`src/rtl/buf_release_pkg.sv`:
```
package buf_release_pkg;
  localparam int WORD_W     = 64;
  localparam int ADDR_W     = 36;
  localparam int SIZE_LSB   = 36;
  localparam int SIZE_W     = 13;
  localparam int INV_BIT    = 49;
  localparam int BACK_LSB   = 50;
  localparam int BACK_W     = 4;
  localparam int POOL_LSB   = 54;
  localparam int POOL_W     = 3;
  localparam int LINE_SHIFT = 7;
  localparam int LINE_W     = ADDR_W - LINE_SHIFT;

  typedef enum logic [1:0] {
    XFER_OUT    = 2'd0,
    XFER_IN     = 2'd1,
    XFER_LOCAL  = 2'd2,
    XFER_REMOTE = 2'd3
  } xfer_e;

  typedef enum logic [1:0] {
    ST_IDLE  = 2'd0,
    ST_RUN   = 2'd1,
    ST_FLUSH = 2'd2
  } seq_state_e;

  typedef struct packed {
    logic takeCmd;
    logic takePtr;
  } seq_strobe_t;

  typedef struct packed {
    logic isOut;
    logic freeLocal;
    logic ignoreInv;
  } rel_mode_t;
endpackage

```
`src/rtl/buf_release_ctrl.sv`:
```
module buf_release_ctrl
  import buf_release_pkg::*;
#(
  parameter int CNT_W = 5
) (
  input  logic             clk,
  input  logic             rstN,
  input  logic             startValid,
  input  logic [CNT_W-1:0] startCount,
  input  logic             ptrValid,
  input  logic             relValid,
  input  logic             relReady,
  output seq_strobe_t      strobe,
  output logic             ptrReady,
  output logic             busy,
  output logic             donePulse
);
  seq_state_e       state;
  logic [CNT_W-1:0] remaining;
  logic             outFree;

  assign outFree  = !relValid || relReady;
  assign busy     = (state != ST_IDLE);
  assign ptrReady = (state == ST_RUN) && outFree;

  always_comb begin
    strobe         = '0;
    strobe.takeCmd = (state == ST_IDLE) && startValid;
    strobe.takePtr = ptrReady && ptrValid;
  end

  always_ff @(posedge clk) begin
    if (!rstN) begin
      state     <= ST_IDLE;
      remaining <= '0;
      donePulse <= 1'b0;
    end else begin
      donePulse <= 1'b0;
      unique case (state)
        ST_IDLE: begin
          if (strobe.takeCmd) begin
            remaining <= startCount;
            state     <= (startCount == '0) ? ST_FLUSH : ST_RUN;
          end
        end
        ST_RUN: begin
          if (strobe.takePtr) begin
            remaining <= remaining - 1'b1;
            if (remaining == CNT_W'(1)) state <= ST_FLUSH;
          end
        end
        ST_FLUSH: begin
          if (outFree) begin
            state     <= ST_IDLE;
            donePulse <= 1'b1;
          end
        end
        default: state <= ST_IDLE;
      endcase
    end
  end

  AST_READY_WHEN_BUSY: assert property (@(posedge clk) disable iff (!rstN)
    ptrReady |-> busy);
  AST_STALL_NO_TAKE: assert property (@(posedge clk) disable iff (!rstN)
    (relValid && !relReady) |-> !ptrReady);
  AST_DONE_SINGLE: assert property (@(posedge clk) disable iff (!rstN)
    donePulse |=> !donePulse);
  AST_IDLE_NO_REL: assert property (@(posedge clk) disable iff (!rstN)
    !busy |-> !relValid);
endmodule

```
`src/rtl/buf_release_dp.sv`:
```
module buf_release_dp
  import buf_release_pkg::*;
(
  input  logic              clk,
  input  logic              rstN,
  input  seq_strobe_t       strobe,
  input  logic [1:0]        startType,
  input  logic              startFreeLocal,
  input  logic              startIgnoreInv,
  input  logic [WORD_W-1:0] ptrWord,
  input  logic              relReady,
  output logic              relValid,
  output logic [POOL_W-1:0] relPool,
  output logic [ADDR_W-1:0] relAddr,
  output logic              sizeErr
);
  rel_mode_t         mode;
  logic [ADDR_W-1:0] pAddr;
  logic [SIZE_W-1:0] pSize;
  logic              pInv;
  logic [BACK_W-1:0] pBack;
  logic [POOL_W-1:0] pPool;
  logic              sizeZero;
  logic              freeBit;
  logic              wantRel;
  logic [LINE_W-1:0] startLine;

  assign pAddr    = ptrWord[ADDR_W-1:0];
  assign pSize    = ptrWord[SIZE_LSB +: SIZE_W];
  assign pInv     = ptrWord[INV_BIT];
  assign pBack    = ptrWord[BACK_LSB +: BACK_W];
  assign pPool    = ptrWord[POOL_LSB +: POOL_W];
  assign sizeZero = (pSize == '0);

  always_comb begin
    if (mode.ignoreInv) freeBit = mode.freeLocal;
    else                freeBit = mode.freeLocal ^ pInv;
    wantRel   = mode.isOut && freeBit && !sizeZero;
    startLine = pAddr[ADDR_W-1:LINE_SHIFT] - LINE_W'(pBack);
  end

  always_ff @(posedge clk) begin
    if (!rstN) begin
      mode     <= '0;
      relValid <= 1'b0;
      relPool  <= '0;
      relAddr  <= '0;
      sizeErr  <= 1'b0;
    end else begin
      if (strobe.takeCmd) begin
        mode.isOut     <= (xfer_e'(startType) == XFER_OUT);
        mode.freeLocal <= startFreeLocal;
        mode.ignoreInv <= startIgnoreInv;
      end
      if (relValid && relReady) relValid <= 1'b0;
      if (strobe.takePtr && wantRel) begin
        relValid <= 1'b1;
        relPool  <= pPool;
        relAddr  <= {startLine, {LINE_SHIFT{1'b0}}};
      end
      sizeErr <= strobe.takePtr && sizeZero;
    end
  end

  AST_HOLD_STALLED: assert property (@(posedge clk) disable iff (!rstN)
    (relValid && !relReady) |=> (relValid && $stable(relAddr) && $stable(relPool)));
  AST_OUT_ONLY: assert property (@(posedge clk) disable iff (!rstN)
    $rose(relValid) |-> mode.isOut);
  AST_ERR_NO_REL: assert property (@(posedge clk) disable iff (!rstN)
    sizeErr |-> !$rose(relValid));
  AST_ERR_ONE_CYCLE: assert property (@(posedge clk) disable iff (!rstN)
    (sizeErr && !$past(strobe.takePtr)) |-> 1'b0);
endmodule

```
`src/rtl/buf_release_seq.sv`:
```
module buf_release_seq
  import buf_release_pkg::*;
#(
  parameter int CNT_W = 5
) (
  input  logic              clk,
  input  logic              rstN,
  input  logic              startValid,
  input  logic [1:0]        startType,
  input  logic              startFreeLocal,
  input  logic              startIgnoreInv,
  input  logic [CNT_W-1:0]  startCount,
  output logic              busy,
  input  logic              ptrValid,
  input  logic [WORD_W-1:0] ptrWord,
  output logic              ptrReady,
  output logic              relValid,
  input  logic              relReady,
  output logic [POOL_W-1:0] relPool,
  output logic [ADDR_W-1:0] relAddr,
  output logic              sizeErr,
  output logic              donePulse
);
  seq_strobe_t strobe;

  buf_release_ctrl #(.CNT_W(CNT_W)) u_ctrl (
    .clk        (clk),
    .rstN       (rstN),
    .startValid (startValid),
    .startCount (startCount),
    .ptrValid   (ptrValid),
    .relValid   (relValid),
    .relReady   (relReady),
    .strobe     (strobe),
    .ptrReady   (ptrReady),
    .busy       (busy),
    .donePulse  (donePulse)
  );

  buf_release_dp u_dp (
    .clk            (clk),
    .rstN           (rstN),
    .strobe         (strobe),
    .startType      (startType),
    .startFreeLocal (startFreeLocal),
    .startIgnoreInv (startIgnoreInv),
    .ptrWord        (ptrWord),
    .relReady       (relReady),
    .relValid       (relValid),
    .relPool        (relPool),
    .relAddr        (relAddr),
    .sizeErr        (sizeErr)
  );
endmodule

```
`config.mk`:
```
export PLATFORM = sky130hd
export DESIGN_NAME = buf_release_seq
export DESIGN_NICKNAME = d
export VERILOG_FILES = /design/src/rtl/buf_release_pkg.sv /design/src/rtl/buf_release_ctrl.sv /design/src/rtl/buf_release_dp.sv /design/src/rtl/buf_release_seq.sv
export SDC_FILE = /design/constraint.sdc
export NUM_CORES = 1
export LEC_CHECK = 0
export BUFFER_PORTS_ARGS = -buffer_cell sky130_fd_sc_hd__buf_2
export CORE_MARGIN = 4
export CORE_UTILIZATION = 51
export CTS_BUF_LIST = sky130_fd_sc_hd__clkbuf_8
export CTS_CLUSTER_DIAMETER = 100
export DETAILED_ROUTE_END_ITERATION = 16
export GPL_TIMING_DRIVEN = 0
export MAX_ROUTING_LAYER = met4
export PLACE_DENSITY = 0.93
export SYNTH_ARGS = -nofsm -noshare
export SYNTH_HDL_FRONTEND = slang
export SYNTH_SLANG_ARGS = --single-unit
```
`constraint.sdc`:
```
create_clock -name clk -period 3.3 [get_ports clk]
set_clock_uncertainty 0.05 [all_clocks]
set_input_delay 0.165 -clock clk [delete_from_list [all_inputs] [get_ports clk]]
set_output_delay 0.165 -clock clk [all_outputs]
set_load 0.02 [all_outputs]
```
==> summary.txt, run 1 <==
CTS
  • CTS Hold Bufs: 0
  • CTS Buf Count: 5
  • CTS Buffer Depth: 2
  • Sink Count: 45
  • H-tree levels: 2
  • Clk_lat worst skew: 0.29 ns
  • # Post-CTS Setup Buffers: 0
  • Cells resized by post-CTS repair: 0
  • CTS tree: yes
  • Clk slew on worst S/H paths: 0.08 ns
  • CTS Root Cell: clkbuf_8

Layout
  • Final Core Density: 0.676
  • Final nets: 500
  • Filler cells: 385
  • Share of cells above drive strength 1: 0.299
  • Commonest non-fill, non-tap cell in the layout: buf_2
  • Commonest non-fill, non-tap cells in the layout: 102 x buf_2, 45 x dfxtp_1, 29 x o21ai_0
  • Area delta synth->final: 27.7%
  • Antenna diodes: 0

Global route
  • Pin count of the biggest net entering global routing: 13
  • Met2 GRT Util: 0.413
  • Global route overflow: 0
  • GR Util met3: 0.0585
  • Vias in the first global route: 2587
  • Met1 Usage GRT: 0.269
  • GRT Util Overall: 0.238
  • Initial antenna violation count: 0
  • Busiest grt layer: met2
  • Global-route wire length before repair: 11500 µm

Timing
  • Tmin final: 2.70 ns
  • Max-Slew Margin vs Limit: 0.563
  • Slew @ Worst Pin: 0.653 ns
  • Final period util: 0.820
  • RSZ-0062 raised after global routing: no
  • Final number of setup-violating endpoints: 0
  • Fmax: 370 MHz
  • Fin. Hold Viols: 0
  • Setup TNS: 0 ns
  • Slew Viols, Final: 0

Critical path
  • Crit. End Element: flip-flop
  • Worst path arrival time: 2.82 ns
  • Critical path class: reg2reg
  • CP max-delay cell: nor3b_2
  • Worst path max stage delay: 0.59 ns
  • WP data required: 3.41 ns
  • Crit path cell chain: nor2b_1, clkbuf_1, nand4_1, nor3b_2, buf_2, buf_1, a21oi_1
  • Critical Path Source Type: flip-flop
  • Worst-path fanout max: 10

Min path
  • Worst min path class: in2reg

Yosys
  • Post-Synth Adder-Cell Area: 0.0380
  • Seq/Total Area, Yosys: 0.360
  • Post-synth EDFFs: 0
  • Prevailing post-synth register cell: dfxtp_1
  • Post-synth cell types: 51
  • XOR/XNOR Fraction of Synth Area: 0.0806
  • Synth async-reset ratio: 0
  • Yosys top cell area share: 0.360
  • Synth Cell Area: 2500 µm²
  • Area leader, netlist: dfxtp_1
  • Avg Inst Size Synth: 8.28 µm²
  • Top cells by area, synth: dfxtp_1 36%, xnor2_1 8.1%, o21ai_0 5.8%
  • Post-synthesis compound-gate area fraction: 0.201
  • Largest family of logic cells by synthesized area: simple AND/OR/NAND/NOR gates
  • Yosys warnings: 0
  • Post-synthesis simple-gate area fraction: 0.235
  • Mapped Cells: 302
  • Yosys reg bits: 45
  • Mux cell area share after synthesis: 0.0160

Floorplan
  • Row cnt: 25
  • Die area: 6090 µm²
  • Initial core utilization: 0.529
  • Core ar.: 4720 µm²
  • Die X: 78.0 µm
  • Ports: 122
  • Die H: 78.0 µm

Power and ir drop
  • Combinational power share: 0.211
  • Clock network fraction of total power: 0.292
  • Int Pwr: 823 µW
  • Flop pwr share: 0.497
  • Total power: 1.15 mW
  • Pwr Density: 359 nW/µm²
  • Net Switching: 325 µW
  • Switching part of the total: 0.283
  • Leakage: 1.42 nW
  • Maximum vdd drop: 0.232 mV

Detailed routing
  • Vias: 2611
  • Drt wl/cell: 14.6 µm
  • Initial DRT Pass Iterations: 5
  • Via density: 5.42
  • Final WL: 7060 µm
  • DRC viols: 0
  • Initial DRC Count: 132
  • Antenna-violating nets left: 0

Placed design
  • Detail Placement HPWL: 5570 µm
  • RD Place Congestion: 0.940
  • Port Buffers: 100

Job
  • Max cap viols: 0

Outcome
  • Status: finished, final reports clean
==> state kept, by name (all words and copies together), names as in the netlist <==
name	cells
u_dp.relAddr	29
u_ctrl.remaining	5
u_dp.mode	3
u_ctrl.donePulse	1
u_dp.relValid	1
u_dp.sizeErr	1
u_ctrl.state	2
u_dp.relPool	3
==> cells by family after synthesis <==
family                     count (synthesis)
and+or+nand+nor                          102
AOI/OAI and AO/OA                         85
DFF                                       45
buffers and inverters                     35
xor gates and xnor gates                  23
adders and majority gates                  7
muxes                                      4
other                                      1
==> cells in the mapped netlist, types with 2 or more instances <==
cell,number
nor2b_1,8
inv_1,13
nor2_1,25
xnor2_1,23
buf_1,3
nor3_1,12
a21boi_0,2
nor4_1,14
a211oi_1,3
ha_1,6
o31ai_1,4
o21ai_0,29
a21oi_1,28
buf_4,7
nand3_1,5
buf_2,2
nand2b_1,3
o21a_1,4
clkbuf_1,9
o211ai_1,3
mux2i_1,4
dfxtp_1,45
a31oi_1,4
nand4_1,4
or4_1,3
or3_1,3
nand2_1,12
==> path summary, 6_finish.rpt <==
kind	start	endpoint	slack (ns)	depth (start not counted)
worst min-delay path	ptrWord[54]	u_dp.relPool[0]	0.09	3
worst min register to register	u_ctrl.remaining[1]	u_ctrl.remaining[1]	0.42	2
worst max-delay path	u_ctrl.state[0]	u_dp.relAddr[34]	0.60	7
worst max register to register	u_ctrl.state[0]	u_dp.relAddr[34]	0.60	7
==> worst max-delay path, delay by kind of cell (launching register included) <==
family                 cells  cell delay [ns]
AO/OA/AOI/OAI              1             0.13
buffers and inverters      3             1.05
AND/OR/NAND/NOR            3             0.91
flip-flops                 1             0.43
==> through the flow <==
| stage | hold WS, ns | cell area (µm²) | setup slack, ns | instances |
|---|---|---|---|---|
| after floorplan | 0.243 | 2520 | 1.18 | 308 |
| after global placement | 0.375 | 3110 | 0.643 | 475 |
| after detailed placement | 0.395 | 3110 | 0.632 | 475 |
| after CTS | 0.0773 | 3190 | 0.609 | 482 |
| after global routing | 0.0941 | 3190 | 0.275 | 482 |
| final | 0.0887 | 3190 | 0.595 | 482 |
==> layout make-up <==
cell class,count,area (µm²),share of cell area
multi-input cells,228,1450,0.455
inverters,13,48.8,0.0153
clock buffers,6,82.6,0.0259
well taps,67,83.8,0.0263
flip-flops and latches,45,901,0.282
plain buffers,22,119,0.0372
repair buffers,100,500,0.157
clock inverters,1,3.75,0.00118
==> routing by layer <==
| layer | up-vias | wire [µm] |
|---|---|---|
| met3 | 6 | 585 |
| met2 | 127 | 3480 |
| met4 | 0 | 86 |
| met5 | - | 0 |
| met1 | 1186 | 2900 |
| li1 | 1292 | - |
==> power groups by stage <==
stage                     clock [mW]  combinational [mW]  sequential, mW
after floorplan                    0               0.145           0.583
after global placement             0               0.230           0.582
after detailed placement           0               0.239           0.583
after CTS                      0.345               0.240           0.570
after global routing           0.364               0.269           0.572
final                          0.335               0.243           0.570
(Power assumes the default switching activity.)
==> run 2, diff against run 1 <==
--- a/config.mk
+++ b/config.mk
@@ -5,15 +5,16 @@
 export SDC_FILE = /design/constraint.sdc
 export NUM_CORES = 1
 export LEC_CHECK = 0
+export ABC_AREA = 1
 export BUFFER_PORTS_ARGS = -buffer_cell sky130_fd_sc_hd__buf_2
 export CORE_MARGIN = 4
-export CORE_UTILIZATION = 51
+export CORE_UTILIZATION = 45
 export CTS_BUF_LIST = sky130_fd_sc_hd__clkbuf_8
 export CTS_CLUSTER_DIAMETER = 100
 export DETAILED_ROUTE_END_ITERATION = 16
 export GPL_TIMING_DRIVEN = 0
 export MAX_ROUTING_LAYER = met4
-export PLACE_DENSITY = 0.93
+export PLACE_DENSITY = 0.84
 export SYNTH_ARGS = -nofsm -noshare
 export SYNTH_HDL_FRONTEND = slang
 export SYNTH_SLANG_ARGS = --single-unit
==> constraint.sdc (replaced) <==
create_clock -name clk -period 2.15 [get_ports clk]
set_clock_uncertainty 0.05 [all_clocks]
set_input_delay 0.1075 -clock clk [delete_from_list [all_inputs] [get_ports clk]]
set_output_delay 0.1075 -clock clk [all_outputs]
set_load 0.02 [all_outputs]
==> run 2 against run 1 <==
  * Power up 130%
  * Count of clock-buffer cells in the layout unchanged
  * Register-to-register slack worse by 0.11 ns
  * Synthesized cell count up 60%
  * Flip-flop and latch count unchanged
  * Fmax up 63%
  * Clock power up 98%
  * Hold slack worse by 0.074 ns
  * Non-clock buffer count down 4
  * First-iteration DRC count up 45%
  * Critical endpoint is now u_dp.relAddr[26]
  * Largest cell class unchanged
==> summary.txt, run 2 <==
Yosys
  • Largest family of logic cells by synthesized area: simple AND/OR/NAND/NOR gates
  • Post-synth cell types: 37
  • Count leader, synth: nor2_1
  • Post-synthesis simple-gate area fraction: 0.364
  • Post-Synth Adder-Cell Area: 0.0318
  • Synth async-reset ratio: 0
  • Yosys warnings: 0
  • Synth top cells by count: 102 x nor2_1, 99 x nand2_1, 79 x inv_1
  • Top cells by area, synth: dfxtp_1 30%, nor2_1 13%, nand2_1 12%
  • Prevailing post-synth register cell: dfxtp_1
  • Avg Inst Size Synth: 6.17 µm²
  • Mapped Cells: 484
  • Area leader, netlist: dfxtp_1
  • Yosys top cell area share: 0.302
  • Post-synth EDFFs: 0
  • Seq/Total Area, Yosys: 0.302
  • XOR/XNOR Fraction of Synth Area: 0.0352
  • Post-synthesis compound-gate area fraction: 0.119
  • Synth Cell Area: 2990 µm²
  • Yosys reg bits: 45
  • Mux cell area share after synthesis: 0

Placed design
  • RD Place Congestion: 1.03
  • Detail Placement HPWL: 6790 µm
  • Port Buffers: 99

CTS
  • CTS tree: yes
  • CTS Hold Bufs: 2
  • Clk_lat worst skew: 0.30 ns
  • Clk slew on worst S/H paths: 0.09 ns
  • CTS Root Cell: clkbuf_8
  • CTS Buf Count: 5
  • Cells resized by post-CTS repair: 0
  • # Post-CTS Setup Buffers: 0
  • CTS Buffer Depth: 2
  • H-tree levels: 2
  • Sink Count: 45

Critical path
  • Setup crit start: u_ctrl.state[0]
  • Critical Path Source Type: flip-flop
  • Reg2reg end: u_dp.relAddr[26]
  • Worst path max stage delay: 0.37 ns
  • Worst r2r src: u_ctrl.state[0]
  • Crit. End Element: flip-flop
  • CP endpoint: u_dp.relAddr[26]
  • Reg2reg path depth: 10
  • Crit path cell chain: inv_2, nor2_8, nand3_4, nor2_4, nand2_4, inv_4, buf_6, nand3_1, nand2_1, inv_1
  • CP max-delay cell: dfxtp_1
  • Worst path arrival time: 1.82 ns
  • Critical path class: reg2reg
  • Worst-path fanout max: 10
  • Flop2flop setup slack: 0.49 ns
  • WP data required: 2.31 ns

Timing
  • Slew Viols, Final: 0
  • Fmax: 602 MHz
  • Final period util: 0.773
  • Fin. Hold Viols: 0
  • Tmin final: 1.66 ns
  • RSZ-0062 raised after global routing: no
  • Final number of setup-violating endpoints: 0
  • Setup TNS: 0 ns

Outcome
  • Status: finished, final reports clean

Power and ir drop
  • Maximum vdd drop: 0.459 mV
  • Leakage: 1.96 nW
  • Pwr Density: 701 nW/µm²
  • Total power: 2.62 mW

Detailed routing
  • Final WL: 8400 µm
  • Via density: 4.88
  • DRC viols: 0
  • Drt wl/cell: 12.4 µm
  • Vias: 3300
  • Initial DRT Pass Iterations: 4
  • Initial DRC Count: 192
  • Antenna-violating nets left: 0

Global route
  • Global route overflow: 0
  • Initial antenna violation count: 0
  • GRT Util Overall: 0.230
  • Pin count of the biggest net entering global routing: 14
  • Global-route wire length before repair: 14200 µm
  • Vias in the first global route: 3212

Floorplan
  • Die area: 8010 µm²
  • Initial core utilization: 0.468
  • Core ar.: 6390 µm²
  • Ports: 122
  • Die X: 89.5 µm
  • Row cnt: 29
  • Die H: 89.5 µm

Layout
  • Commonest non-fill, non-tap cells in the layout: 102 x nor2_1, 101 x buf_2, 99 x nand2_1
  • Share of cells above drive strength 1: 0.219
  • Area delta synth->final: 25.1%
  • Largest regs: u_dp.relAddr x29, u_ctrl.remaining x5
  • Number of flip-flops in the largest register: 29
  • Commonest non-fill, non-tap cell in the layout: nor2_1
  • Antenna diodes: 0
  • Most flops, register: u_dp.relAddr
  • Final nets: 683

Job
  • Max cap viols: 0

Min path
  • Worst min path class: in2reg
## run 2: cell count changes in the layout (fill, tap and decap cells not counted), moves of 7 or more
cell	previous run	this run
nor4_1	14	1
nor3_1	12	3
nand3_1	5	34
xnor2_1	23	4
nor2_1	25	102
inv_1	14	80
xor2_1	0	8
nor2b_1	8	0
o21ai_1	0	7
clkbuf_1	9	1
nand2_1	12	99
## run 2: critical path: cells and delay by family (launching register included)
family,cells,cell delay (ns)
simple gates,6,0.76
flops,1,0.37
buf+inv,4,0.38
## run 2: routing by layer
| metal | global-route usage | up-vias | part of all wire |
|---|---|---|---|
| li1 | - | 1718 | - |
| met1 | 0.275 | 1463 | 0.43 |
| met2 | 0.396 | 110 | 0.48 |
| met3 | 0.0369 | 9 | 0.078 |
| met4 | 0.0717 | 0 | 0.014 |
| met5 | - | - | 0 |
## run 2: per-stage QoR
step / hold WS [ns] / instances / cell area [µm²] / util / setup WS [ns]
4_1_cts: 0.00872 / 676 / 3740 / 0.585 / 0.485
5_1_grt: 0.0201 / 676 / 3740 / 0.585 / 0.316
6_report: 0.0147 / 676 / 3740 / 0.585 / 0.489
3_3_place_gp: 0.285 / 666 / 3600 / 0.564 / 0.276
3_5_place_dp: 0.292 / 666 / 3600 / 0.564 / 0.244
2_1_floorplan: 0.192 / 490 / 3010 / - / 0.576
## run 2: worst min path at each step
stage | from | endpoint | slack, ns | cells past startpoint
global route | ptrWord[55] | u_dp.relPool[1] | 0.02 | 3
finish | ptrWord[55] | u_dp.relPool[1] | 0.01 | 3
detailed placement | startIgnoreInv | u_dp.mode[0] | 0.29 | 3
global placement | startIgnoreInv | u_dp.mode[0] | 0.29 | 3
CTS | ptrWord[55] | u_dp.relPool[1] | 0.009 | 3
floorplan | startIgnoreInv | u_dp.mode[0] | 0.19 | 2
## run 2: area by class of cell
type                            count  area, µm²
Sequential cell                    45        901
Buffer                             17        130
Inverter                           82        310
Multi-Input combinational cell    346       1670
Clock buffer                        6       82.6
Tap cell                           77       96.3
Clock inverter                      2       33.8
Timing Repair Buffer              101        515
Fill cell                         641       2650
## run 2: cell families (layout without fill, tap and decap cells)
kind of cell    after synthesis  in the layout
compound gates               64             64
simple gates                256            256
flops                        45             45
xor+xnor                     12             12
fa+ha+maj                     7              7
other cells                   1              7
buf+inv                      99            208
## run 2: where the power goes
group          leakage [nW]  internal, mW  switching [mW]  total, mW
combinational          1.53         0.354           0.596      0.950
clock                0.0626         0.375           0.289      0.663
sequential            0.365         0.929          0.0776       1.01
==> run 3, diff against run 2 <==
==> constraint.sdc (replaced) <==
create_clock -name clk -period 1.5 [get_ports clk]
set_clock_uncertainty 0.05 [all_clocks]
set_input_delay 0.075 -clock clk [delete_from_list [all_inputs] [get_ports clk]]
set_output_delay 0.075 -clock clk [all_outputs]
set_load 0.02 [all_outputs]
==> run 3 against run 2 <==
  * Sequential share of layout area decreased by 1.1 points
  * Flip-flop and latch count unchanged
  * Non-clock buffer count increased by 7
  * Routed wire length increased by 5.4%
  * Combinational power increased by 56%
  * Register-to-register slack got worse by 0.45 ns
  * Cell count increased by 1.0%
==> summary.txt, run 3 (synthesized netlist as in run 2, its figures left out) <==
Timing
  • Fmax: 684 MHz
  • Slew Viols, Final: 0
  • RSZ-0062 raised after global routing: yes
  • Final period util: 0.975
  • Fin. Hold Viols: 0
  • Setup TNS: 0 ns
  • Tmin final: 1.46 ns
  • Final setup margin: 0.0381 ns
  • Final number of setup-violating endpoints: 0

Critical path
  • Worst path arrival time: 1.66 ns
  • Crit path cell chain: inv_4, nor2_8, nand3_4, nor2_4, nand2_4, inv_8, buf_8, buf_4, nand2_2, a21oi_2
  • Worst-path fanout max: 6
  • WP data required: 1.70 ns
  • Crit. End Element: flip-flop
  • CP max-delay cell: dfxtp_4
  • Critical path class: reg2reg
  • Worst path max stage delay: 0.38 ns
  • Critical Path Source Type: flip-flop

Detailed routing
  • DRC viols: 0
  • Initial DRC Count: 167
  • Antenna-violating nets left: 0
  • Drt wl/cell: 13.0 µm
  • Final WL: 8850 µm
  • Initial DRT Pass Iterations: 4
  • Vias: 3395
  • Via density: 4.97

Layout
  • Area delta synth->final: 33.0%
  • Largest regs: u_dp.relAddr x29, u_ctrl.remaining x5
  • Number of flip-flops in the largest register: 29
  • Antenna diodes: 0
  • Share of cells above drive strength 1: 0.285
  • Final nets: 690
  • Commonest non-fill, non-tap cell in the layout: buf_2
  • Most flops, register: u_dp.relAddr
  • Commonest non-fill, non-tap cells in the layout: 99 x buf_2, 97 x nor2_1, 91 x nand2_1

Placed design
  • RD Place Congestion: 0.939
  • Port Buffers: 99
  • Detail Placement HPWL: 6920 µm
  • Place WS: -0.373 ns

CTS
  • H-tree levels: 2
  • CTS Buf Count: 5
  • Sink Count: 45
  • CTS tree: yes
  • Clk slew on worst S/H paths: 0.09 ns
  • Clk_lat worst skew: 0.31 ns
  • CTS Root Cell: clkbuf_8
  • CTS Buffer Depth: 2

Global route
  • Pin count of the biggest net entering global routing: 16
  • GRT Util Overall: 0.222
  • Global route overflow: 0
  • Vias in the first global route: 3090
  • Initial antenna violation count: 0
  • Global-route wire length before repair: 13500 µm

Power and ir drop
  • Maximum vdd drop: 0.779 mV
  • Pwr Density: 935 nW/µm²
  • Leakage: 2.00 nW

Floorplan
  • Die area: 8010 µm²
  • Row cnt: 29
  • Core ar.: 6390 µm²
  • Die H: 89.5 µm
  • Initial core utilization: 0.468
  • Die X: 89.5 µm
  • Ports: 122

Outcome
  • Status: finished, final reports clean

Job
  • Max cap viols: 0

Min path
  • Worst min path class: in2reg
## run 3: path summary, 6_finish.rpt
path                            slack, ns       startpoint          endpoint  depth (start not counted)
worst min-delay path                0.005      ptrWord[16]  u_dp.relAddr[16]                          3
worst max-delay path                 0.04  u_ctrl.state[0]  u_dp.relAddr[13]                         10
worst min register to register       0.42  u_ctrl.state[0]  u_ctrl.donePulse                          1
worst max register to register       0.04  u_ctrl.state[0]  u_dp.relAddr[13]                         10
## run 3: layout make-up
type                            instances  area (µm²)
Fill cell                             609        2410
Multi-Input combinational cell        346        1820
Sequential cell                        45         912
Timing Repair Buffer                  108         599
Inverter                               82         318
Buffer                                 17         140
Tap cell                               77        96.3
Clock buffer                            5        68.8
Clock inverter                          3        21.3
## run 3: stage by stage
stage          cells  hold slack, ns  instance area (µm²)  total power, mW  utilization
2_1_floorplan    490           0.160                 3020             2.44            -
3_5_place_dp     666           0.270                 3610             2.82        0.565
3_3_place_gp     666           0.252                 3610             2.78        0.565
4_1_cts          682         0.00505                 3780             3.62        0.593
5_1_grt          683          0.0238                 3970             3.98        0.622
6_report         683         0.00545                 3970             3.72        0.622
## run 3: metal layers
| metal | GRT usage | part of all wire |
|---|---|---|
| met5 | - | 0 |
| met4 | 0.0717 | 0.019 |
| met3 | 0.0341 | 0.073 |
| met2 | 0.378 | 0.48 |
| met1 | 0.267 | 0.42 |
## run 3: worst max-delay path, delay by kind of cell, from the launching register on
kind | cells | cell delay (ns)
buffers and inverters | 4 | 0.40
AOI/OAI and AO/OA | 1 | 0.10
and+or+nand+nor | 5 | 0.46
DFF | 1 | 0.38
## run 3: what timing repair did
| item | 4_1_cts | 5_1_grt |
|---|---|---|
| hold buffers | 5 | 0 |
| setup endpoints to repair | 32 | 33 |
| pin swaps | 1 | 7 |
| setup buffers | 3 | 0 |
| resized for setup | 5 | 50 |
| endpoints found under the hold margin | 5 | 0 |
| gates cloned | 0 | 1 |
## run 3: where the power goes
part / leakage, nW / switching, mW / internal, mW / total (mW)
clock network: 0.0445 / 0.435 / 0.331 / 0.766
registers: 0.367 / 0.120 / 1.35 / 1.47
logic: 1.58 / 0.904 / 0.578 / 1.48
total: 2.00 / 1.46 / 2.26 / 3.72
